[src/rtl/xb_pkg.sv]
package xb_pkg;

    localparam int XB_WAIT_W = 2;
    localparam int XB_BYTE_W = 8;

    typedef enum logic [1:0] {
        ST_IDLE   = 2'd0,
        ST_SETUP  = 2'd1,
        ST_STROBE = 2'd2
    } xb_state_e;

    typedef struct packed {
        logic                 we;
        logic [2:0]           nbytes;
        logic [XB_WAIT_W-1:0] waits;
    } xb_job_t;

    // Byte cycles needed for a size code: 0 -> 1, 1 -> 2, otherwise 4.
    function automatic logic [2:0] xb_size_bytes(input logic [1:0] sz);
        case (sz)
            2'd0:    return 3'd1;
            2'd1:    return 3'd2;
            default: return 3'd4;
        endcase
    endfunction

    // Wait entries above two clocks are limited to two.
    function automatic logic [XB_WAIT_W-1:0] xb_clamp_wait(input logic [XB_WAIT_W-1:0] w);
        return (w > 2'd2) ? 2'd2 : w;
    endfunction

endpackage

[src/rtl/xb_cs_decode.sv]
module xb_cs_decode
    import xb_pkg::*;
#(
    parameter int NUM_SEL = 7,
    parameter int BASE_W  = 4,
    localparam int IDX_W  = $clog2(NUM_SEL)
) (
    input  logic [BASE_W-1:0]              addr_hi,
    input  logic [(NUM_SEL-1)*BASE_W-1:0]  cfg_base,
    input  logic [NUM_SEL*XB_WAIT_W-1:0]   cfg_wait,
    input  logic                           cfg_gpio,
    output logic [IDX_W-1:0]               sel_idx,
    output logic [XB_WAIT_W-1:0]           sel_wait
);

    always_comb begin
        sel_idx = '0;
        // Descending scan so the lowest matching select is the last to write.
        for (int j = NUM_SEL - 1; j >= 1; j--) begin
            if (!cfg_gpio && addr_hi == cfg_base[(j-1)*BASE_W +: BASE_W])
                sel_idx = IDX_W'(j);
        end
        sel_wait = xb_clamp_wait(cfg_wait[sel_idx*XB_WAIT_W +: XB_WAIT_W]);
    end

endmodule

[src/rtl/xb_rd_assembler.sv]
module xb_rd_assembler
    import xb_pkg::*;
#(
    parameter int WORD_BYTES = 4,
    localparam int LANE_W    = $clog2(WORD_BYTES)
) (
    input  logic                            clk,
    input  logic                            rst,
    input  logic                            clear,
    input  logic                            cap_en,
    input  logic [LANE_W-1:0]               cap_lane,
    input  logic [XB_BYTE_W-1:0]            bus_din,
    output logic [WORD_BYTES*XB_BYTE_W-1:0] rdata
);

    always_ff @(posedge clk) begin
        if (rst || clear)
            rdata <= '0;
        else if (cap_en)
            rdata[cap_lane*XB_BYTE_W +: XB_BYTE_W] <= bus_din;
    end

endmodule

[src/rtl/xb_sequencer.sv]
module xb_sequencer
    import xb_pkg::*;
#(
    parameter int ADDR_W     = 16,
    parameter int NUM_SEL    = 7,
    parameter int WORD_BYTES = 4,
    localparam int IDX_W     = $clog2(NUM_SEL),
    localparam int LANE_W    = $clog2(WORD_BYTES),
    localparam int WORD_W    = WORD_BYTES * XB_BYTE_W
) (
    input  logic                  clk,
    input  logic                  rst,
    input  logic                  req,
    input  logic                  req_we,
    input  logic [1:0]            req_size,
    input  logic [ADDR_W-1:0]     req_addr,
    input  logic [WORD_W-1:0]     req_wdata,
    input  logic [IDX_W-1:0]      sel_idx,
    input  logic [XB_WAIT_W-1:0]  sel_wait,
    output logic                  ack,
    output logic                  done,
    output logic                  cap_en,
    output logic [LANE_W-1:0]     cap_lane,
    output logic [ADDR_W-1:0]     bus_addr,
    output logic [XB_BYTE_W-1:0]  bus_dout,
    output logic                  bus_doe,
    output logic                  bus_rd_n,
    output logic                  bus_wr_n,
    output logic [NUM_SEL-1:0]    bus_cs_n
);

    xb_state_e               state;
    xb_job_t                 job;
    logic [WORD_W-1:0]       wdata_q;
    logic [IDX_W-1:0]        cs_q;
    logic [LANE_W-1:0]       lane_q;
    logic [XB_WAIT_W-1:0]    wcnt_q;
    logic                    strobe_last;
    logic                    byte_last;

    assign ack         = req && (state == ST_IDLE);
    assign strobe_last = (state == ST_STROBE) && (wcnt_q == job.waits);
    assign byte_last   = ({1'b0, lane_q} == job.nbytes - 3'd1);
    assign cap_en      = strobe_last && !job.we;
    assign cap_lane    = lane_q;

    always_ff @(posedge clk) begin
        if (rst) begin
            state    <= ST_IDLE;
            job      <= '0;
            wdata_q  <= '0;
            cs_q     <= '0;
            lane_q   <= '0;
            wcnt_q   <= '0;
            bus_addr <= '0;
            done     <= 1'b0;
        end else begin
            done <= 1'b0;
            unique case (state)
                ST_IDLE: if (req) begin
                    job      <= '{we: req_we, nbytes: xb_size_bytes(req_size), waits: sel_wait};
                    wdata_q  <= req_wdata;
                    cs_q     <= sel_idx;
                    lane_q   <= '0;
                    bus_addr <= req_addr;
                    state    <= ST_SETUP;
                end
                ST_SETUP: begin
                    wcnt_q <= '0;
                    state  <= ST_STROBE;
                end
                ST_STROBE: begin
                    if (!strobe_last) begin
                        wcnt_q <= wcnt_q + 1'b1;
                    end else if (byte_last) begin
                        state <= ST_IDLE;
                        done  <= 1'b1;
                    end else begin
                        lane_q   <= lane_q + 1'b1;
                        bus_addr <= bus_addr + 1'b1;
                        state    <= ST_SETUP;
                    end
                end
                default: state <= ST_IDLE;
            endcase
        end
    end

    always_comb begin
        bus_doe  = (state != ST_IDLE) && job.we;
        bus_dout = wdata_q[lane_q*XB_BYTE_W +: XB_BYTE_W];
        bus_rd_n = !((state == ST_STROBE) && !job.we);
        bus_wr_n = !((state == ST_STROBE) && job.we);
        for (int j = 0; j < NUM_SEL; j++)
            bus_cs_n[j] = !((state != ST_IDLE) && (cs_q == IDX_W'(j)));
    end

endmodule

[src/rtl/xb_bridge.sv]
module xb_bridge
    import xb_pkg::*;
#(
    parameter int ADDR_W     = 16,
    parameter int NUM_SEL    = 7,
    parameter int BASE_W     = 4,
    parameter int WORD_BYTES = 4,
    localparam int IDX_W     = $clog2(NUM_SEL),
    localparam int LANE_W    = $clog2(WORD_BYTES),
    localparam int WORD_W    = WORD_BYTES * XB_BYTE_W
) (
    input  logic                           clk,
    input  logic                           rst,
    input  logic                           req,
    input  logic                           req_we,
    input  logic [1:0]                     req_size,
    input  logic [ADDR_W-1:0]              req_addr,
    input  logic [WORD_W-1:0]              req_wdata,
    output logic                           ack,
    output logic                           done,
    output logic [WORD_W-1:0]              rdata,
    input  logic [(NUM_SEL-1)*BASE_W-1:0]  cfg_base,
    input  logic [NUM_SEL*XB_WAIT_W-1:0]   cfg_wait,
    input  logic                           cfg_gpio,
    output logic [ADDR_W-1:0]              bus_addr,
    output logic [XB_BYTE_W-1:0]           bus_dout,
    output logic                           bus_doe,
    input  logic [XB_BYTE_W-1:0]           bus_din,
    output logic                           bus_rd_n,
    output logic                           bus_wr_n,
    output logic [NUM_SEL-1:0]             bus_cs_n
);

    logic [IDX_W-1:0]     sel_idx;
    logic [XB_WAIT_W-1:0] sel_wait;
    logic                 cap_en;
    logic [LANE_W-1:0]    cap_lane;

    xb_cs_decode #(.NUM_SEL(NUM_SEL), .BASE_W(BASE_W)) u_dec (
        .addr_hi  (req_addr[ADDR_W-1 -: BASE_W]),
        .cfg_base (cfg_base),
        .cfg_wait (cfg_wait),
        .cfg_gpio (cfg_gpio),
        .sel_idx  (sel_idx),
        .sel_wait (sel_wait)
    );

    xb_sequencer #(.ADDR_W(ADDR_W), .NUM_SEL(NUM_SEL), .WORD_BYTES(WORD_BYTES)) u_seq (
        .clk       (clk),
        .rst       (rst),
        .req       (req),
        .req_we    (req_we),
        .req_size  (req_size),
        .req_addr  (req_addr),
        .req_wdata (req_wdata),
        .sel_idx   (sel_idx),
        .sel_wait  (sel_wait),
        .ack       (ack),
        .done      (done),
        .cap_en    (cap_en),
        .cap_lane  (cap_lane),
        .bus_addr  (bus_addr),
        .bus_dout  (bus_dout),
        .bus_doe   (bus_doe),
        .bus_rd_n  (bus_rd_n),
        .bus_wr_n  (bus_wr_n),
        .bus_cs_n  (bus_cs_n)
    );

    xb_rd_assembler #(.WORD_BYTES(WORD_BYTES)) u_asm (
        .clk      (clk),
        .rst      (rst),
        .clear    (ack),
        .cap_en   (cap_en),
        .cap_lane (cap_lane),
        .bus_din  (bus_din),
        .rdata    (rdata)
    );

endmodule

[config.mk]
export PLATFORM = sky130hd
export DESIGN_NAME = xb_bridge
export DESIGN_NICKNAME = d
export VERILOG_FILES = /design/src/rtl/xb_pkg.sv /design/src/rtl/xb_cs_decode.sv /design/src/rtl/xb_rd_assembler.sv /design/src/rtl/xb_sequencer.sv /design/src/rtl/xb_bridge.sv
export SDC_FILE = /design/constraint.sdc
export NUM_CORES = 1
export LEC_CHECK = 0
export ABC_CLOCK_PERIOD_IN_PS = 6150
export BUFFER_PORTS_ARGS = -buffer_cell sky130_fd_sc_hd__buf_4
export CORE_MARGIN = 2
export CORE_UTILIZATION = 56
export CTS_BUF_LIST = sky130_fd_sc_hd__clkbuf_4
export CTS_CLUSTER_DIAMETER = 200
export DETAILED_ROUTE_END_ITERATION = 8
export GPL_TIMING_DRIVEN = 0
export PLACE_DENSITY = 0.88
export SLEW_MARGIN = 20
export SYNTH_ARGS = -nofsm -noshare
export SYNTH_HDL_FRONTEND = slang
export SYNTH_SLANG_ARGS = --single-unit
[constraint.sdc]
create_clock -name clk -period 6.15 [get_ports clk]
set_input_delay 0.9225 -clock clk [delete_from_list [all_inputs] [get_ports clk]]
set_output_delay 0.9225 -clock clk [all_outputs]
set_load 0.005 [all_outputs]
==> impl_metrics.json <==
{
  "synth_xor_area_frac": 0.05238,
  "num_antenna_cells": 0,
  "cts_resized": 0,
  "status": "finished clean",
  "skew_ps": 25.27,
  "rows": 34,
  "cts-root-buf": "clkbuf_4",
  "worstMarginPinSlew_ps": 968.1,
  "holdPathStages": 2,
  "drcViolationCount": 0,
  "ys_seq_area_frac": 0.3905,
  "syn_avg_cell_area_sq_um": 7.886,
  "total_power_w": 0.001367,
  "synth_edf_count": 0,
  "die_x_um": 97.74,
  "end_kind": "output port",
  "rsz0062_at_grt": "no",
  "max_freq_mhz": 301.9,
  "final_util": 0.7467,
  "antenna_found_initial": 0,
  "vias_per_cell": 5.841,
  "relSlewSlack": 0.3496,
  "avgRoutedWirePerCell_um": 16.27,
  "setup_viol": 0,
  "path_clk_slew_ps": 150,
  "cts_hold_buf": 0,
  "grt_usage": 0.3008,
  "cts_setup_buffers": 0,
  "dieArea_sq_um": 9553,
  "cp-start-kind": "flip-flop",
  "die_h_um": 97.74,
  "clock_sinks": 96,
  "clock_path_buffers": 2,
  "crit_required_ps": 5230,
  "arrival_ps": 2390,
  "async_reset_ff_frac": 0,
  "p_leak_nw": 2.681,
  "drive_gt1_frac": 0.2736,
  "cts_made_buffers": 9,
  "synth_seq_cells": 96,
  "insertion_delay_ps": 440,
  "pin_count": 169,
  "synth-simple-area-share": 0.2596,
  "grt_overflow_total": 0,
  "drtIter0Drc": 391,
  "crit_type": "flip-flop to output port",
  "vdd_drop_max_v": 0.0001939,
  "grt_pass1_vias": 5078,
  "dr.pass1.iters": 5,
  "syn2layout_area_growth_pct": 31.04,
  "ant_nets": 0,
  "yosys_warnings": 0,
  "grt_pass1_wl_mm": 23.73,
  "synth_top_family_by_area": "simple AND/OR/NAND/NOR gates",
  "portBuffers": 164,
  "core_area_sq_um": 8636,
  "place.gp.congestion": 0.9366,
  "maxCapViolations": 0,
  "slew_violations": 0,
  "initial_core_util": 0.5698,
  "period_minus_slack_ps": 3312,
  "power.density_nw_per_um2": 211.9,
  "vias": 5327,
  "grt_max_degree": 17,
  "critPathMaxStageDelay_ps": 610,
  "syn_inst": 624,
  "ys_types": 61,
  "setup_tns_ps": 0,
  "h-tree-depth": 3,
  "synth_compound_area_frac": 0.1876,
  "synthAdderAreaFrac": 0.01780,
  "worst_r2r_path_depth": 6,
  "cts_tree": "done",
  "path_cells": "buf_2 -> buf_1 -> mux4_2 -> buf_4",
  "fillers": 652,
  "final_hold_viol_count": 0,
  "synth_fp_nets": 732,
  "syn_area_sq_um": 4921,
  "yosys-mux-area-fraction": 0.04297,
  "critPathSlowestCell": "buf_1",
  "hpwl_mm": 11.24,
  "hold_path.class": "flip-flop to flip-flop",
  "worstPathMaxFanout": 10,
  "finalCritPeriodShare": 0.5386,
  "drt-total-wl_mm": 14.84,
  "ys.flop_type": "dfxtp_1",
  "nets": 907
}
[metrics by stage]
| step | setup WS [ps] | instance area, sq um | instances | hold slack [ps] |
|---|---|---|---|---|
| after floorplan | 3606 | 4921 | 624 | 431.9 |
| after global placement | 3335 | 6287 | 896 | 438.6 |
| after detailed placement | 3305 | 6287 | 896 | 447.4 |
| after CTS | 2809 | 6449 | 912 | 466.5 |
| after global routing | 2708 | 6449 | 912 | 476.9 |
| final | 2838 | 6449 | 912 | 463.8 |
[path summary, 6_finish.rpt]
check	endpoint	startpoint	slack, ps
max	bus_dout[7]	u_seq.cap_lane[0]	2840
min	u_seq.wdata_q[0]	u_seq.wdata_q[0]	460
max reg2reg	u_asm.rdata[20]	u_seq.cap_lane[1]	3350
min reg2reg	u_seq.wdata_q[0]	u_seq.wdata_q[0]	460
[registers in the layout, summed over array words and instances, names as in the netlist]
signal	count
u_seq.job	6
u_seq.cs_q	3
u_seq.state	2
u_seq.bus_addr	16
u_asm.rdata	32
u_seq.cap_lane	2
u_seq.done	1
u_seq.wcnt_q	2
u_seq.wdata_q	32
[cells in the mapped netlist (7+ instances only)]
library cell  instances  share of area
nand2_1             139           0.11
a21oi_1              92          0.094
nor2_1               45          0.034
buf_2                 9         0.0092
nand3_1              44          0.045
ha_1                  7          0.018
nor3_1               11          0.011
clkbuf_1             24          0.018
dfxtp_1              96           0.39
mux4_2                8          0.037
inv_1                14          0.011
and3_1                9          0.011
xnor2_1               9          0.016
o21ai_0              14          0.014
xor2_1               13          0.023
[per-layer routing]
layer | track usage | routed length (um)
met1 | 0.3751 | 5698
met2 | 0.5204 | 7440
met3 | 0.06800 | 1354
met4 | 0.09402 | 346
met5 | 0 | 0
[logic make-up (layout without fill, tap and decap cells)]
group	after synthesis	after routing
AND/OR/NAND/NOR	280	280
adder cells (fa/ha/maj)	7	7
flip-flops	96	96
buffers and inverters	53	233
AO/OA/AOI/OAI	151	151
XOR/XNOR	26	26
multiplexers	11	11
[placed cells by master, fill, tap and decap left out, drive strengths merged, types with 5 or more instances in the layout]
cell type,instances
nor2b,6
buf,178
dfxtp,96
ha,7
and2,5
xnor2,12
nor2,45
a31oi,6
clkbuf,34
xor2,14
and3,9
a22oi,5
o21ai,15
nand3,44
nand2,139
inv,15
a211oi,7
a21oi,93
mux4,8
nor3,11
[power by group]
group,switching [W],leakage (nW),internal [W]
Clock,0.000214,0.0839,0.000165
Combinational,0.000165,1.81,0.000140
Sequential,0.0000277,0.782,0.000654
[final cells by class]
type,count,area [sq um],area share
Multi-Input combinational cell,475,2758,0.4276
Sequential cell,96,1922,0.2980
Timing Repair Buffer,164,1231,0.1909
Buffer,39,188.9,0.02930
Tap cell,108,135.1,0.02095
Clock inverter,7,93.84,0.01455
Clock buffer,9,67.56,0.01048
Inverter,14,52.55,0.008149
[worst max-delay path: cells and delay by family (launching register included)]
| kind | cells | cell delay [ps] |
|---|---|---|
| muxes | 1 | 610 |
| buffers and inverters | 3 | 970 |
| DFF | 1 | 390 |
No activity file was read; power rests on OpenSTA's default activity.
